**config.mk**
```make
export PLATFORM = sky130hd
export DESIGN_NAME = sc_clk_pin_ctrl
export DESIGN_NICKNAME = d
export VERILOG_FILES = /design/src/rtl/sc_clk_pkg.sv /design/src/rtl/sc_clk_divider.sv /design/src/rtl/sc_clk_phase_gen.sv /design/src/rtl/sc_clk_ready_mon.sv /design/src/rtl/sc_clk_pin_ctrl.sv
export SDC_FILE = /design/constraint.sdc
export NUM_CORES = 1
export LEC_CHECK = 0
export ABC_AREA = 0
export BUFFER_PORTS_ARGS = -buffer_cell sky130_fd_sc_hd__clkbuf_2
export CAP_MARGIN = 10
export CORE_ASPECT_RATIO = 1.25
export CORE_MARGIN = 2
export CORE_UTILIZATION = 35
export CTS_BUF_LIST = sky130_fd_sc_hd__clkbuf_2
export CTS_CLUSTER_SIZE = 12
export DETAILED_ROUTE_END_ITERATION = 8
export GPL_ROUTABILITY_DRIVEN = 0
export GPL_TIMING_DRIVEN = 0
export PLACE_DENSITY_LB_ADDON = 0.12
export SLEW_MARGIN = 25
export SYNTH_ARGS = -nofsm -noshare
export SYNTH_HDL_FRONTEND = slang
export SYNTH_SLANG_ARGS = --single-unit
```
**constraint.sdc**
```tcl
create_clock -name clk -period 3.6 [get_ports clk]
set_input_delay 0.72 -clock clk [delete_from_list [all_inputs] [get_ports clk]]
set_output_delay 0.72 -clock clk [all_outputs]
set_load 0.05 [all_outputs]
```
**src/rtl/sc_clk_pkg.sv**
```systemverilog
// Package: shared types for the smart card clock pin controller.
// Assumes: nothing beyond IEEE 1800-2017.
package sc_clk_pkg;

    // Generator state: resting at a fixed level, or emitting clock phases.
    typedef enum logic {
        GEN_PARKED  = 1'b0,
        GEN_RUNNING = 1'b1
    } gen_state_e;

endpackage

```
**src/rtl/sc_clk_divider.sv**
```systemverilog
// Module: half-period divider. Emits a one-cycle phase_tick at the end of
// every half period of H = (rate_div+1) << (PSHIFT_STEP*presc_sel) cycles.
// Assumes: presc_sel and rate_div are synchronous to clk. Any change of
// either clears the counter and suppresses the tick in that cycle.
module sc_clk_divider #(
    parameter int DIV_W       = 8,
    parameter int PSEL_W      = 2,
    parameter int PSHIFT_STEP = 2,
    localparam int PSEL_N     = 1 << PSEL_W,
    localparam int MAX_SHIFT  = PSHIFT_STEP * (PSEL_N - 1),
    localparam int CNT_W      = DIV_W + 1 + MAX_SHIFT
) (
    input  logic              clk,
    input  logic              rst_n,
    input  logic [PSEL_W-1:0] presc_sel,
    input  logic [DIV_W-1:0]  rate_div,
    output logic              phase_tick,
    output logic [CNT_W-1:0]  div_cnt
);

    logic [CNT_W-1:0]  base_len;
    logic [CNT_W-1:0]  scaled_len [PSEL_N];
    logic [CNT_W-1:0]  half_len;
    logic [PSEL_W-1:0] presc_q;
    logic [DIV_W-1:0]  rate_q;
    logic              cfg_change;

    // Unscaled half-period length from the divider register.
    assign base_len = CNT_W'(rate_div) + CNT_W'(1);

    // One scaled length per prescaler setting.
    for (genvar g = 0; g < PSEL_N; g++) begin : g_scale
        assign scaled_len[g] = base_len << (g * PSHIFT_STEP);
    end

    // Pick the active scaled length.
    assign half_len = scaled_len[presc_sel];

    // Detect a write of either configuration value.
    assign cfg_change = (presc_sel != presc_q) || (rate_div != rate_q);

    // Tick when the counter reaches the last cycle of the half period.
    assign phase_tick = !cfg_change && (div_cnt == half_len - CNT_W'(1));

    // Remember the previous configuration for change detection.
    always_ff @(posedge clk) begin
        presc_q <= presc_sel;
        rate_q  <= rate_div;
    end

    // Half-period counter, cleared on reset, on a tick and on a change.
    always_ff @(posedge clk) begin
        if (!rst_n) begin
            div_cnt <= '0;
        end else if (cfg_change || phase_tick) begin
            div_cnt <= '0;
        end else begin
            div_cnt <= div_cnt + CNT_W'(1);
        end
    end

endmodule

```
**src/rtl/sc_clk_phase_gen.sv**
```systemverilog
// Module: phase generator. Holds the card clock level and its run/park state.
// The level moves only on phase_tick, so every phase lasts a whole half
// period. A stop request lets the current phase finish and then rests at
// park_high. A start request begins with the phase opposite to the rest level.
// Assumes: phase_tick is a single-cycle pulse from the divider.
module sc_clk_phase_gen
    import sc_clk_pkg::*;
(
    input  logic clk,
    input  logic rst_n,
    input  logic phase_tick,
    input  logic run_req,
    input  logic park_high,
    output logic level,
    output logic running
);

    gen_state_e state;

    assign running = (state == GEN_RUNNING);

    // Advance level and state at each half-period boundary.
    always_ff @(posedge clk) begin
        if (!rst_n) begin
            state <= GEN_PARKED;
            level <= 1'b0;
        end else if (phase_tick) begin
            unique case (state)
                GEN_RUNNING: begin
                    if (run_req) begin
                        level <= ~level;
                    end else begin
                        level <= park_high;
                        state <= GEN_PARKED;
                    end
                end
                GEN_PARKED: begin
                    if (run_req) begin
                        level <= ~level;
                        state <= GEN_RUNNING;
                    end else begin
                        level <= park_high;
                    end
                end
                default: state <= GEN_PARKED;
            endcase
        end
    end

endmodule

```
**src/rtl/sc_clk_ready_mon.sv**
```systemverilog
// Module: ready monitor. Raises ready once READY_PHASES full phases have been
// emitted while the generator runs and the pin is in clock mode. Clears one
// cycle after either condition drops.
// Assumes: running and phase_tick come from the phase generator and divider.
module sc_clk_ready_mon #(
    parameter int READY_PHASES = 2,
    localparam int RC_W        = $clog2(READY_PHASES + 1)
) (
    input  logic clk,
    input  logic rst_n,
    input  logic phase_tick,
    input  logic running,
    input  logic drive_en,
    output logic ready
);

    logic [RC_W-1:0] phase_cnt;

    // Count completed phases, saturating at READY_PHASES.
    always_ff @(posedge clk) begin
        if (!rst_n) begin
            phase_cnt <= '0;
            ready     <= 1'b0;
        end else if (!drive_en || !running) begin
            phase_cnt <= '0;
            ready     <= 1'b0;
        end else if (phase_tick && (phase_cnt != RC_W'(READY_PHASES))) begin
            phase_cnt <= phase_cnt + RC_W'(1);
            if (phase_cnt == RC_W'(READY_PHASES - 1)) begin
                ready <= 1'b1;
            end
        end
    end

endmodule

```
**src/rtl/sc_clk_pin_ctrl.sv**
```systemverilog
// Module: smart card clock pin controller (top). Chooses between port drive
// and card clock drive for the pin. Builds the clock from the divider and
// the phase generator, and flags when one full clock period has gone out.
// Assumes: all control inputs are synchronous to clk.
module sc_clk_pin_ctrl #(
    parameter int DIV_W        = 8,
    parameter int PSEL_W       = 2,
    parameter int PSHIFT_STEP  = 2,
    parameter int READY_PHASES = 2,
    localparam int CNT_W       = DIV_W + 1 + PSHIFT_STEP * ((1 << PSEL_W) - 1)
) (
    input  logic              clk,
    input  logic              rst_n,
    input  logic              card_mode_en,
    input  logic              clk_sync_sel,
    input  logic              park_high_sel,
    input  logic              clk_run,
    input  logic              port_level,
    input  logic [PSEL_W-1:0] presc_sel,
    input  logic [DIV_W-1:0]  rate_div,
    output logic              pin_out,
    output logic              pin_is_clk,
    output logic              clk_ready
);

    logic             phase_tick;
    logic [CNT_W-1:0] div_cnt;
    logic             gen_level;
    logic             gen_running;

    // Half-period timing.
    sc_clk_divider #(
        .DIV_W      (DIV_W),
        .PSEL_W     (PSEL_W),
        .PSHIFT_STEP(PSHIFT_STEP)
    ) div_i (
        .clk       (clk),
        .rst_n     (rst_n),
        .presc_sel (presc_sel),
        .rate_div  (rate_div),
        .phase_tick(phase_tick),
        .div_cnt   (div_cnt)
    );

    // Clock level and run/park control.
    sc_clk_phase_gen gen_i (
        .clk       (clk),
        .rst_n     (rst_n),
        .phase_tick(phase_tick),
        .run_req   (clk_run),
        .park_high (park_high_sel),
        .level     (gen_level),
        .running   (gen_running)
    );

    // One-period-emitted flag.
    sc_clk_ready_mon #(
        .READY_PHASES(READY_PHASES)
    ) rdy_i (
        .clk       (clk),
        .rst_n     (rst_n),
        .phase_tick(phase_tick),
        .running   (gen_running),
        .drive_en  (pin_is_clk),
        .ready     (clk_ready)
    );

    // Pin ownership: clock logic only in card mode with clock select set.
    assign pin_is_clk = card_mode_en && clk_sync_sel;

    // Pin value mux.
    assign pin_out = pin_is_clk ? gen_level : port_level;

endmodule

```
==> Word-level counts from Yosys, hierarchy flattened <==
Index checks and enable logic that the tools add are counted.
{ "op_classes": {"addsub": 4, "order_cmp": 1, "eq_ne": 5, "mux": 6, "n_bitwise": 3, "reduce_logical": 12} }
{ "ops": {"columns": ["op", "count"], "rows": [
  ["15-bit binary-select mux with 2-bit select", 1],
  ["15-bit 2-to-1 mux", 2],
  ["15-bit by 1-bit adder with 15-bit output, second input constant", 1],
  ["15-bit equality test", 1],
  ["15-bit by 1-bit subtractor with 15-bit output, second input constant", 1],
  ["8-bit by 1-bit adder with 9-bit output, second input constant", 1],
  ["8-bit != test", 1],
  ["2-bit OR reduction", 2],
  ["3-bit >= comparator, second input constant", 1],
  ["1-bit logical AND", 3],
  ["1-bit zero test", 3],
  ["1-bit logical OR", 3],
  ["1-bit 2-to-1 mux", 3],
  ["2-bit NOT with 3-bit output", 1],
  ["2-bit by 1-bit adder with 2-bit output, second input constant", 1],
  ["2-bit by 1-bit equality test with 1-bit output, second input constant", 1],
  ["2-bit != test", 1],
  ["2-bit != test, second input constant", 1],
  ["1-bit NOT", 2],
  ["2-bit AND reduction", 1]
]} }
{ "word_totals": {"reg_bits": 30, "input_bits": 17, "output_inout_bits": 3, "word_cells": 38} }

==> Longest topological paths before layout <==
Gate-level depths: netlist of run 1.
{ "depth": {"word_depth": 9, "ltp_mapped": 14, "mapped_depth_nobuf": 12} }

==> Modules after synthesis <==
From an unflattened synthesis of run 1, not the netlist that was laid out.
{ "hier_totals": {"cells_unflattened": 297, "hier_area_um2": 2427.3} }
{ "modules_own_cells": {"columns": ["mod", "n_inst", "cells_per_inst", "area_per_inst_um2", "seq_area_each_um2"], "rows": [
  ["sc_clk_divider", 1, 272, 2178.3, 500.5],
  ["sc_clk_ready_mon", 1, 15, 143.9, 60.1],
  ["sc_clk_phase_gen", 1, 8, 81.3, 40.0],
  ["sc_clk_pin_ctrl", 1, 2, 23.8, 0.0]
]} }

==> Least setup slack after synthesis of run 1 <==
Ideal clock, no wire load.
{ "synth_timing": {"kind": "input to register", "start": "input port rate_div[0]", "end": "register div_i.div_cnt[10]", "setup_ps": 138, "t_arrival_ps": 3507, "required_time_ps": 3462, "path_slack_ps": -44, "cell_stages": 11, "n_path_buf": 1, "cell_sequence": "ha_1 -> a311o_1 -> o2111ai_2 -> o2111ai_2 -> a211o_1 -> or4_4 -> a2111oi_4 -> a31oi_4 -> a211oi_4 -> buf_4 -> a211oi_1"} }
{ "synth_via": {"elab_chain_cells": 9, "elab_cells_between_ends": 12, "cone_classes": "add/sub: 2; eq/ne: 2; mux: 3; reduce/logical: 5"} }
{ "synth_rtl": {"columns": ["item", "line_no", "source"], "rows": [
  ["start, declared", "sc_clk_pin_ctrl.sv:20", "input logic [DIV_W-1:0] rate_div,"],
  ["8-bit by 1-bit adder with 9-bit output", "sc_clk_divider.sv:29", "assign base_len = CNT_W'(rate_div) + CNT_W'(1);"],
  ["15-bit binary-select mux with 2-bit select", "sc_clk_divider.sv:37", "assign half_len = scaled_len[presc_sel];"],
  ["15-bit 2-to-1 mux (implied by the code) (2 in series)", "sc_clk_divider.sv:37", null],
  ["15-bit by 1-bit subtractor with 15-bit output", "sc_clk_divider.sv:43", "assign phase_tick = !cfg_change && (div_cnt == half_len - CNT_W'(1));"],
  ["15-bit equality test", "sc_clk_divider.sv:43", null],
  ["1-bit logical AND", "sc_clk_divider.sv:43", null],
  ["1-bit logical OR *", "sc_clk_divider.sv:55", "end else if (cfg_change || phase_tick) begin"],
  ["2-bit OR reduction (no source line) *", null, null],
  ["end signal, assigned", "sc_clk_divider.sv:58", "div_cnt <= div_cnt + CNT_W'(1);"],
  ["end, declared", "sc_clk_divider.sv:18", "output logic [CNT_W-1:0] div_cnt"]
]} }
Mark *: on every way between the ends. The rest lies on a longest branch, timed or not. The select of a mux whose other input is x is not followed.
A chain may end at the register's enable or synchronous reset.

==> Worst setup path in the final report of run 1 <==
{ "layout_timing": {"start": "input port rate_div[1]", "end": "register rdy_i.phase_cnt[0]"} }
{ "layout_via": {"elab_chain_cells": 8, "elab_cells_between_ends": 11, "cone_classes": "add/sub: 2; eq/ne: 2; mux: 3; reduce/logical: 4"} }
{ "layout_rtl": {"columns": ["item", "line_no", "source"], "rows": [
  ["8-bit by 1-bit adder with 9-bit output", "sc_clk_divider.sv:29", null],
  ["15-bit binary-select mux with 2-bit select", "sc_clk_divider.sv:37", null],
  ["15-bit 2-to-1 mux (implied by the code) (2 in series)", "sc_clk_divider.sv:37", null],
  ["15-bit by 1-bit subtractor with 15-bit output", "sc_clk_divider.sv:43", null],
  ["15-bit equality test", "sc_clk_divider.sv:43", null],
  ["1-bit logical AND *", "sc_clk_divider.sv:43", null],
  ["1-bit logical AND *", "sc_clk_ready_mon.sv:27", "end else if (phase_tick && (phase_cnt != RC_W'(READY_PHASES))) begin"],
  ["end signal, assigned", "sc_clk_ready_mon.sv:28", "phase_cnt <= phase_cnt + RC_W'(1);"],
  ["end, declared", "sc_clk_ready_mon.sv:17", "logic [RC_W-1:0] phase_cnt;"]
]} }
Marks and branches as above.

==> results of run 1 <==
## per-layer routing
| layer | routed length (um) | global-route usage (%) | vias up |
|---|---|---|---|
| met4 | 97 | 6.63 | 0 |
| met3 | 152 | 2.87 | 7 |
| li1 | - | - | 1144 |
| met1 | 2880 | 20.0 | 1007 |
| met5 | 0 | 0 | - |
| met2 | 3140 | 28.8 | 31 |
## flip-flops by register name, indices dropped and copies added (netlist names)
name / cells
gen_i.running: 1
div_i.div_cnt: 15
gen_i.level: 1
div_i.rate_q: 8
div_i.presc_q: 2
rdy_i.phase_cnt: 2
rdy_i.ready: 1
## logic make-up after synthesis
kind of cell             Yosys count
flip-flops                        30
multiplexers                       8
AND/OR/NAND/NOR                  108
XOR/XNOR                          43
AO/OA/AOI/OAI                     72
adder cells (fa/ha/maj)            5
buffers and inverters             27
## metrics by stage
stage	setup TNS (ps)	worst slack (ps)	area, um2
finish	0	112	2920
global route	-39.1	-20.8	2920
CTS	0	3.25	2820
detailed placement	-12850	-736	2710
global placement	-11670	-689	2710
floorplan	0	7.84	2500
## cell type report
| cell class | count | area [um2] | share of cell area (%) |
|---|---|---|---|
| tap | 90 | 113 | 3.86 |
| inverter | 11 | 41.3 | 1.41 |
| clock buffer | 7 | 35.0 | 1.20 |
| multi-input combinational | 236 | 1880 | 64.5 |
| buffer | 15 | 92.6 | 3.17 |
| timing repair buffer | 23 | 125 | 4.29 |
| sequential | 30 | 601 | 20.6 |
| clock inverter | 1 | 30.0 | 1.03 |
## placed cells by master, fill, tap and decap left out, types with 3 or more instances in the layout
master / n
a211oi_1: 15
xor2_1: 17
nor2b_1: 3
nand2_1: 26
o211ai_1: 3
o21ai_0: 5
buf_2: 6
buf_4: 6
inv_1: 10
mux2i_1: 6
nor2_1: 18
dfxtp_1: 30
a2111oi_4: 4
nand3_1: 12
o31ai_1: 4
clkbuf_2: 28
o31a_1: 3
nand4_1: 3
or4_1: 3
ha_1: 4
a21oi_1: 6
and2_1: 5
or3_1: 8
o21ai_1: 3
nor3_1: 6
xnor2_1: 23
and3_1: 6
## synthesized netlist by cell type, drive strengths merged, types with 2 or more instances
cell type,instances
o21a,2
xor2,18
a311o,2
o2bb2ai,2
nand2,26
or4,4
o211ai,4
nor2,18
nor3,6
nand4,4
and2,5
inv,10
a2111oi,5
a211o,2
o2111ai,3
a211oi,16
or2,2
xnor2,24
a21oi,6
nand3,14
nor4,5
and3,7
nand2b,2
a22o,2
nand3b,2
clkbuf,3
o31a,3
o21ai,9
buf,13
ha,5
nor2b,3
dfxtp,30
o31ai,4
a311oi,2
or3,8
mux2i,7
## worst max path at each step
stage / depth (start not counted) / slack (ps) / endpoint
floorplan: 10 / 8 / gen_i.level
CTS: 11 / 3 / rdy_i.phase_cnt[0]
finish: 12 / 110 / rdy_i.phase_cnt[0]
global placement: 12 / -690 / div_i.div_cnt[9]
global route: 12 / -20 / rdy_i.phase_cnt[1]
detailed placement: 12 / -740 / div_i.div_cnt[9]
## what timing repair did
action | CTS | global route
gates cloned | 0 | 0
setup endpoints to repair | 20 | 19
pin swaps | 3 | 5
resized for setup | 5 | 18
buffers inserted | 2 | 2
## power groups by stage
| stage | Combinational [mW] | Sequential, mW | Clock, mW |
|---|---|---|---|
| floorplan | 0.162 | 0.348 | 0 |
| global placement | 0.211 | 0.348 | 0 |
| detailed placement | 0.212 | 0.348 | 0 |
| CTS | 0.217 | 0.341 | 0.268 |
| global route | 0.254 | 0.342 | 0.286 |
| finish | 0.233 | 0.341 | 0.253 |
==> impl_metrics.py, run 1 <==
metrics = {
    "global_routing": {
        "grt.total_usage_pct": 16.6,
        "grt_pass1_vias": 2142,
        "overflow": 0,
        "grt_pass1_wl_mm": 10.2,
        "grt_max_degree": 11,
        "antenna_found_initial": 0,
    },
    "floorplan": {
        "fp.dieH_um": 98.3,
        "die_w_um": 79.4,
        "start_util_pct": 35.9,
        "num_rows": 34,
        "die_area_um2": 7810,
        "coreArea_um2": 6930,
        "io_pins": 20,
    },
    "sta": {
        "skew_ps": 13.6,
        "setup_viol": 0,
        "finalMaxSlewViolations": 0,
        "slew_headroom_pct": 55.9,
        "worst_hold_slack_ps": 448,
        "layout_min_cycle_time_ps": 3490,
        "hold_viol": 0,
        "fmaxAchievable_ghz": 0.287,
        "max_slew.worst_pin.slew_ps": 656,
        "min_period_over_period_pct": 96.9,
    },
    "cts": {
        "cts_tree": "built",
        "clk_path_buf_depth": 2,
        "cts.sinks": 30,
        "hold_buffers": 0,
        "clk_latency_ps": 370,
        "cts-root-buf": "clkbuf_2",
        "cts_buffers": 5,
        "ctsHtreeMaxLevel": 2,
        "path_clk_slew_ps": 180,
    },
    "worst_setup_path": {
        "worstRegToRegCells": 9,
        "crit_buf_inv": 2,
        "path_cells": "clkbuf_2, ha_4, a311o_1, o2111ai_2, o2111ai_4, a211o_1, or3_1, buf_2, xnor3_1, nand3_2, a2111oi_4, mux2i_1",
        "cp_max_fo": 7,
        "start_kind": "input port",
        "cp-end-kind": "flop",
        "critPathSlowestCell": "a2111oi_4",
        "cp.arrival_ps": 3800,
        "slowest_delay_ps": 510,
        "path_class": "in -> reg",
        "ff2ff_setup_slack_ps": 1270,
        "worstSetupStartpoint": "rate_div[1]",
        "critical_path.top_delay_family": "compound AO/OA/AOI/OAI gates",
        "r2r-start": "div_i.div_cnt[2]",
        "rr_endpoint": "gen_i.level",
        "worstPathRequired_ps": 3910,
    },
    "synthesis": {
        "synth-main-ff-cell": "dfxtp_1",
        "synthArstFlopShare_pct": 0,
        "synthAdderAreaFrac_pct": 2.51,
        "netlist_area_um2": 2490,
        "yosysTopAreaCellShare_pct": 24.1,
        "synth_xor_area_share_pct": 15.7,
        "ys_top_cells_by_area": "dfxtp_1, xnor2_1, xor2_1",
        "synth_compound_area_share_pct": 26.4,
        "synthCells": 293,
        "synth_warnings": 0,
        "synthDistinctLibCells": 64,
        "muxShareOfSynthArea_pct": 3.27,
        "yosysTopAreaCell": "dfxtp_1",
        "yosysSeqAreaShare_pct": 24.1,
        "synth_edf_count": 0,
        "synth_fp_nets": 315,
        "syn_avg_cell_area_um2": 8.49,
        "synth_top_family_by_area": "compound AO/OA/AOI/OAI gates",
        "ys_ff_latch": 30,
        "synthSimpleGateAreaFrac_pct": 22.8,
    },
    "cells_and_area": {
        "final_cells": 413,
        "fill_cells": 717,
        "layout.nets": 344,
        "antennaDiodeCount": 0,
        "utilization_pct": 42.1,
        "drive_gt1_share_pct": 22.3,
        "area_growth_pct": 17.3,
    },
    "routing": {
        "drt_pre_antenna_iters": 4,
        "vias": 2189,
        "wl_mm": 6.27,
        "ant_nets": 0,
        "routed_via_density": 5.30,
        "wl_per_cell_um": 15.2,
        "drc": 0,
        "first_iter_violations": 66,
    },
    "power_and_ir_drop": {
        "p_sw_mw": 0.276,
        "ir_drop_uv": 143,
        "powerDensity_nw_per_um2": 283,
        "clockPowerShare_pct": 30.6,
        "total_power_mw": 0.827,
        "seqPwrFrac_pct": 41.2,
        "p_leak_nw": 1.02,
        "p_comb_share_pct": 28.2,
        "p_sw_share_pct": 33.3,
        "p_int_mw": 0.551,
    },
    "status": {
        "outcome": "completed",
    },
    "hold_path": {
        "min_path_cells": 1,
        "min_path_type": "in -> reg",
        "min_from": "rate_div[4]",
        "hold_end": "div_i.rate_q[4]",
    },
    "placed_design": {
        "dp_cells": 402,
        "dp.final_hpwl_mm": 4.93,
        "port-buffer-count": 19,
    },
    "job": {
        "drv_cap": 0,
    },
}
(Power assumes the default switching activity.)
==> run 2: changes to the inputs <==
Settings changed: RECOVER_POWER from default to 100.
==> run 2 against run 1 <==
  * Worst setup slack got worse by 2.0 ps
  * Critical path depth stayed put
  * Cell count stayed put
  * Clock-buffer cell count is the same
==> impl_metrics.py, run 2 (synthesis results as in run 1) <==
metrics = {
    "sta": {
        "finalMaxSlewViolations": 0,
        "max_slew.worst_pin.slew_ps": 656,
        "layout_min_cycle_time_ps": 3490,
        "min_period_over_period_pct": 96.9,
        "skew_ps": 8.00,
        "setup_viol": 0,
        "fin_ws_ps": 110,
        "fmaxAchievable_ghz": 0.287,
        "hold_viol": 0,
        "rsz0062_at_grt": "false",
        "slew_headroom_pct": 55.9,
    },
    "routing": {
        "ant_nets": 0,
        "drc": 0,
        "first_iter_violations": 52,
        "wl_mm": 6.30,
        "drt_pre_antenna_iters": 4,
        "vias": 2184,
        "routed_via_density": 5.29,
        "wl_per_cell_um": 15.2,
    },
    "floorplan": {
        "start_util_pct": 35.9,
        "io_pins": 20,
        "die_area_um2": 7810,
        "coreArea_um2": 6930,
        "num_rows": 34,
        "fp.dieH_um": 98.3,
        "die_w_um": 79.4,
    },
    "cts": {
        "clk_latency_ps": 390,
        "cts_tree": "built",
        "clk_path_buf_depth": 2,
        "cts_buffers": 5,
        "cts-root-buf": "clkbuf_2",
        "ctsHtreeMaxLevel": 2,
        "hold_buffers": 0,
        "path_clk_slew_ps": 180,
        "cts.sinks": 30,
    },
    "cells_and_area": {
        "final_cell_mix": "dfxtp_1, nand2_1, clkbuf_2, xnor2_1, nor2_1",
        "largest_register": "div_i.div_cnt",
        "final_cell_area_um2": 2890,
        "drive_gt1_share_pct": 19.8,
        "final_cells": 413,
        "largest_reg_flops": 15,
        "area_growth_pct": 16.3,
        "final_common_cell": "dfxtp_1",
        "reg_top3": "div_i.div_cnt: 15 flops, div_i.rate_q: 8 flops",
        "antennaDiodeCount": 0,
        "layout.nets": 344,
    },
    "hold_path": {
        "min_path_cells": 1,
        "min_path_type": "in -> reg",
        "min_from": "rate_div[4]",
        "hold_end": "div_i.rate_q[4]",
    },
    "status": {
        "outcome": "completed",
    },
    "placed_design": {
        "port-buffer-count": 19,
        "dp_slack_ps": -736,
        "dp.final_hpwl_mm": 4.93,
        "placed_cell_area_um2": 2710,
        "dp_cells": 402,
    },
    "worst_setup_path": {
        "start_kind": "input port",
        "worstSetupStartpoint": "rate_div[1]",
        "cp-end-kind": "flop",
        "rr_endpoint": "div_i.div_cnt[2]",
        "r2r-start": "div_i.div_cnt[2]",
        "ff2ff_setup_slack_ps": 1230,
        "cp.arrival_ps": 3770,
        "worstRegToRegCells": 9,
        "cp_max_fo": 7,
        "path_class": "in -> reg",
        "worstPathRequired_ps": 3880,
    },
    "power_and_ir_drop": {
        "ir_drop_uv": 143,
        "powerDensity_nw_per_um2": 286,
        "total_power_mw": 0.828,
        "p_leak_nw": 0.996,
    },
    "job": {
        "drv_cap": 0,
    },
    "global_routing": {
        "antenna_found_initial": 0,
        "grt_max_degree": 11,
        "overflow": 0,
        "grt_pass1_vias": 2142,
        "grt.total_usage_pct": 16.6,
        "grt_pass1_wl_mm": 10.2,
    },
}
## run 2: worst max-delay path: stages
cell       delay [ps]
clkbuf_2          170
ha_4              220
a311o_1           360
o2111ai_2          90
o2111ai_4         190
a211o_1           320
or4_4             530
a2111oi_4         410
a31oi_4           100
a211oi_2          340
clkbuf_2          230
a211oi_1           80
## run 2: worst max path at each step
stage	depth (start not counted)	end
floorplan	10	gen_i.level
global placement	12	div_i.div_cnt[9]
detailed placement	12	div_i.div_cnt[9]
CTS	11	rdy_i.phase_cnt[0]
global route	12	rdy_i.phase_cnt[1]
finish	12	div_i.div_cnt[2]
## run 2: final cells by class
type / instances / area, um2
clock inverter: 1 / 30.0
fill: 720 / 4040
inverter: 11 / 41.3
clock buffer: 7 / 35.0
buffer: 15 / 92.6
multi-input combinational: 236 / 1870
sequential: 30 / 601
tap: 90 / 113
timing repair buffer: 23 / 111
## run 2: stage by stage
step                util [%]  setup TNS (ps)  hold slack (ps)
floorplan                  -               0              445
global placement        39.0          -11670              463
CTS                     40.6               0              420
detailed placement      39.0          -12850              474
global route            41.7               0              403
finish                  41.7               0              434
## run 2: report_power, final
group	leakage [nW]	switching, mW	internal [mW]
logic	0.707	0.143	0.0879
clock network	0.0432	0.133	0.124
registers	0.245	0.00244	0.338
total	0.996	0.278	0.550
## run 2: what timing repair did
item | CTS | global route
gates cloned | 0 | 0
buffers inserted | 2 | 2
resized for setup | 5 | 18
endpoints found under the setup margin | 20 | 19
pin swaps | 3 | 5
## run 2: layer usage
layer  part of all wire (%)  GRT usage (%)
met4                    1.7           6.63
met3                    1.9           2.87
met2                     50           28.8
met5                      0              0
met1                     47           20.0
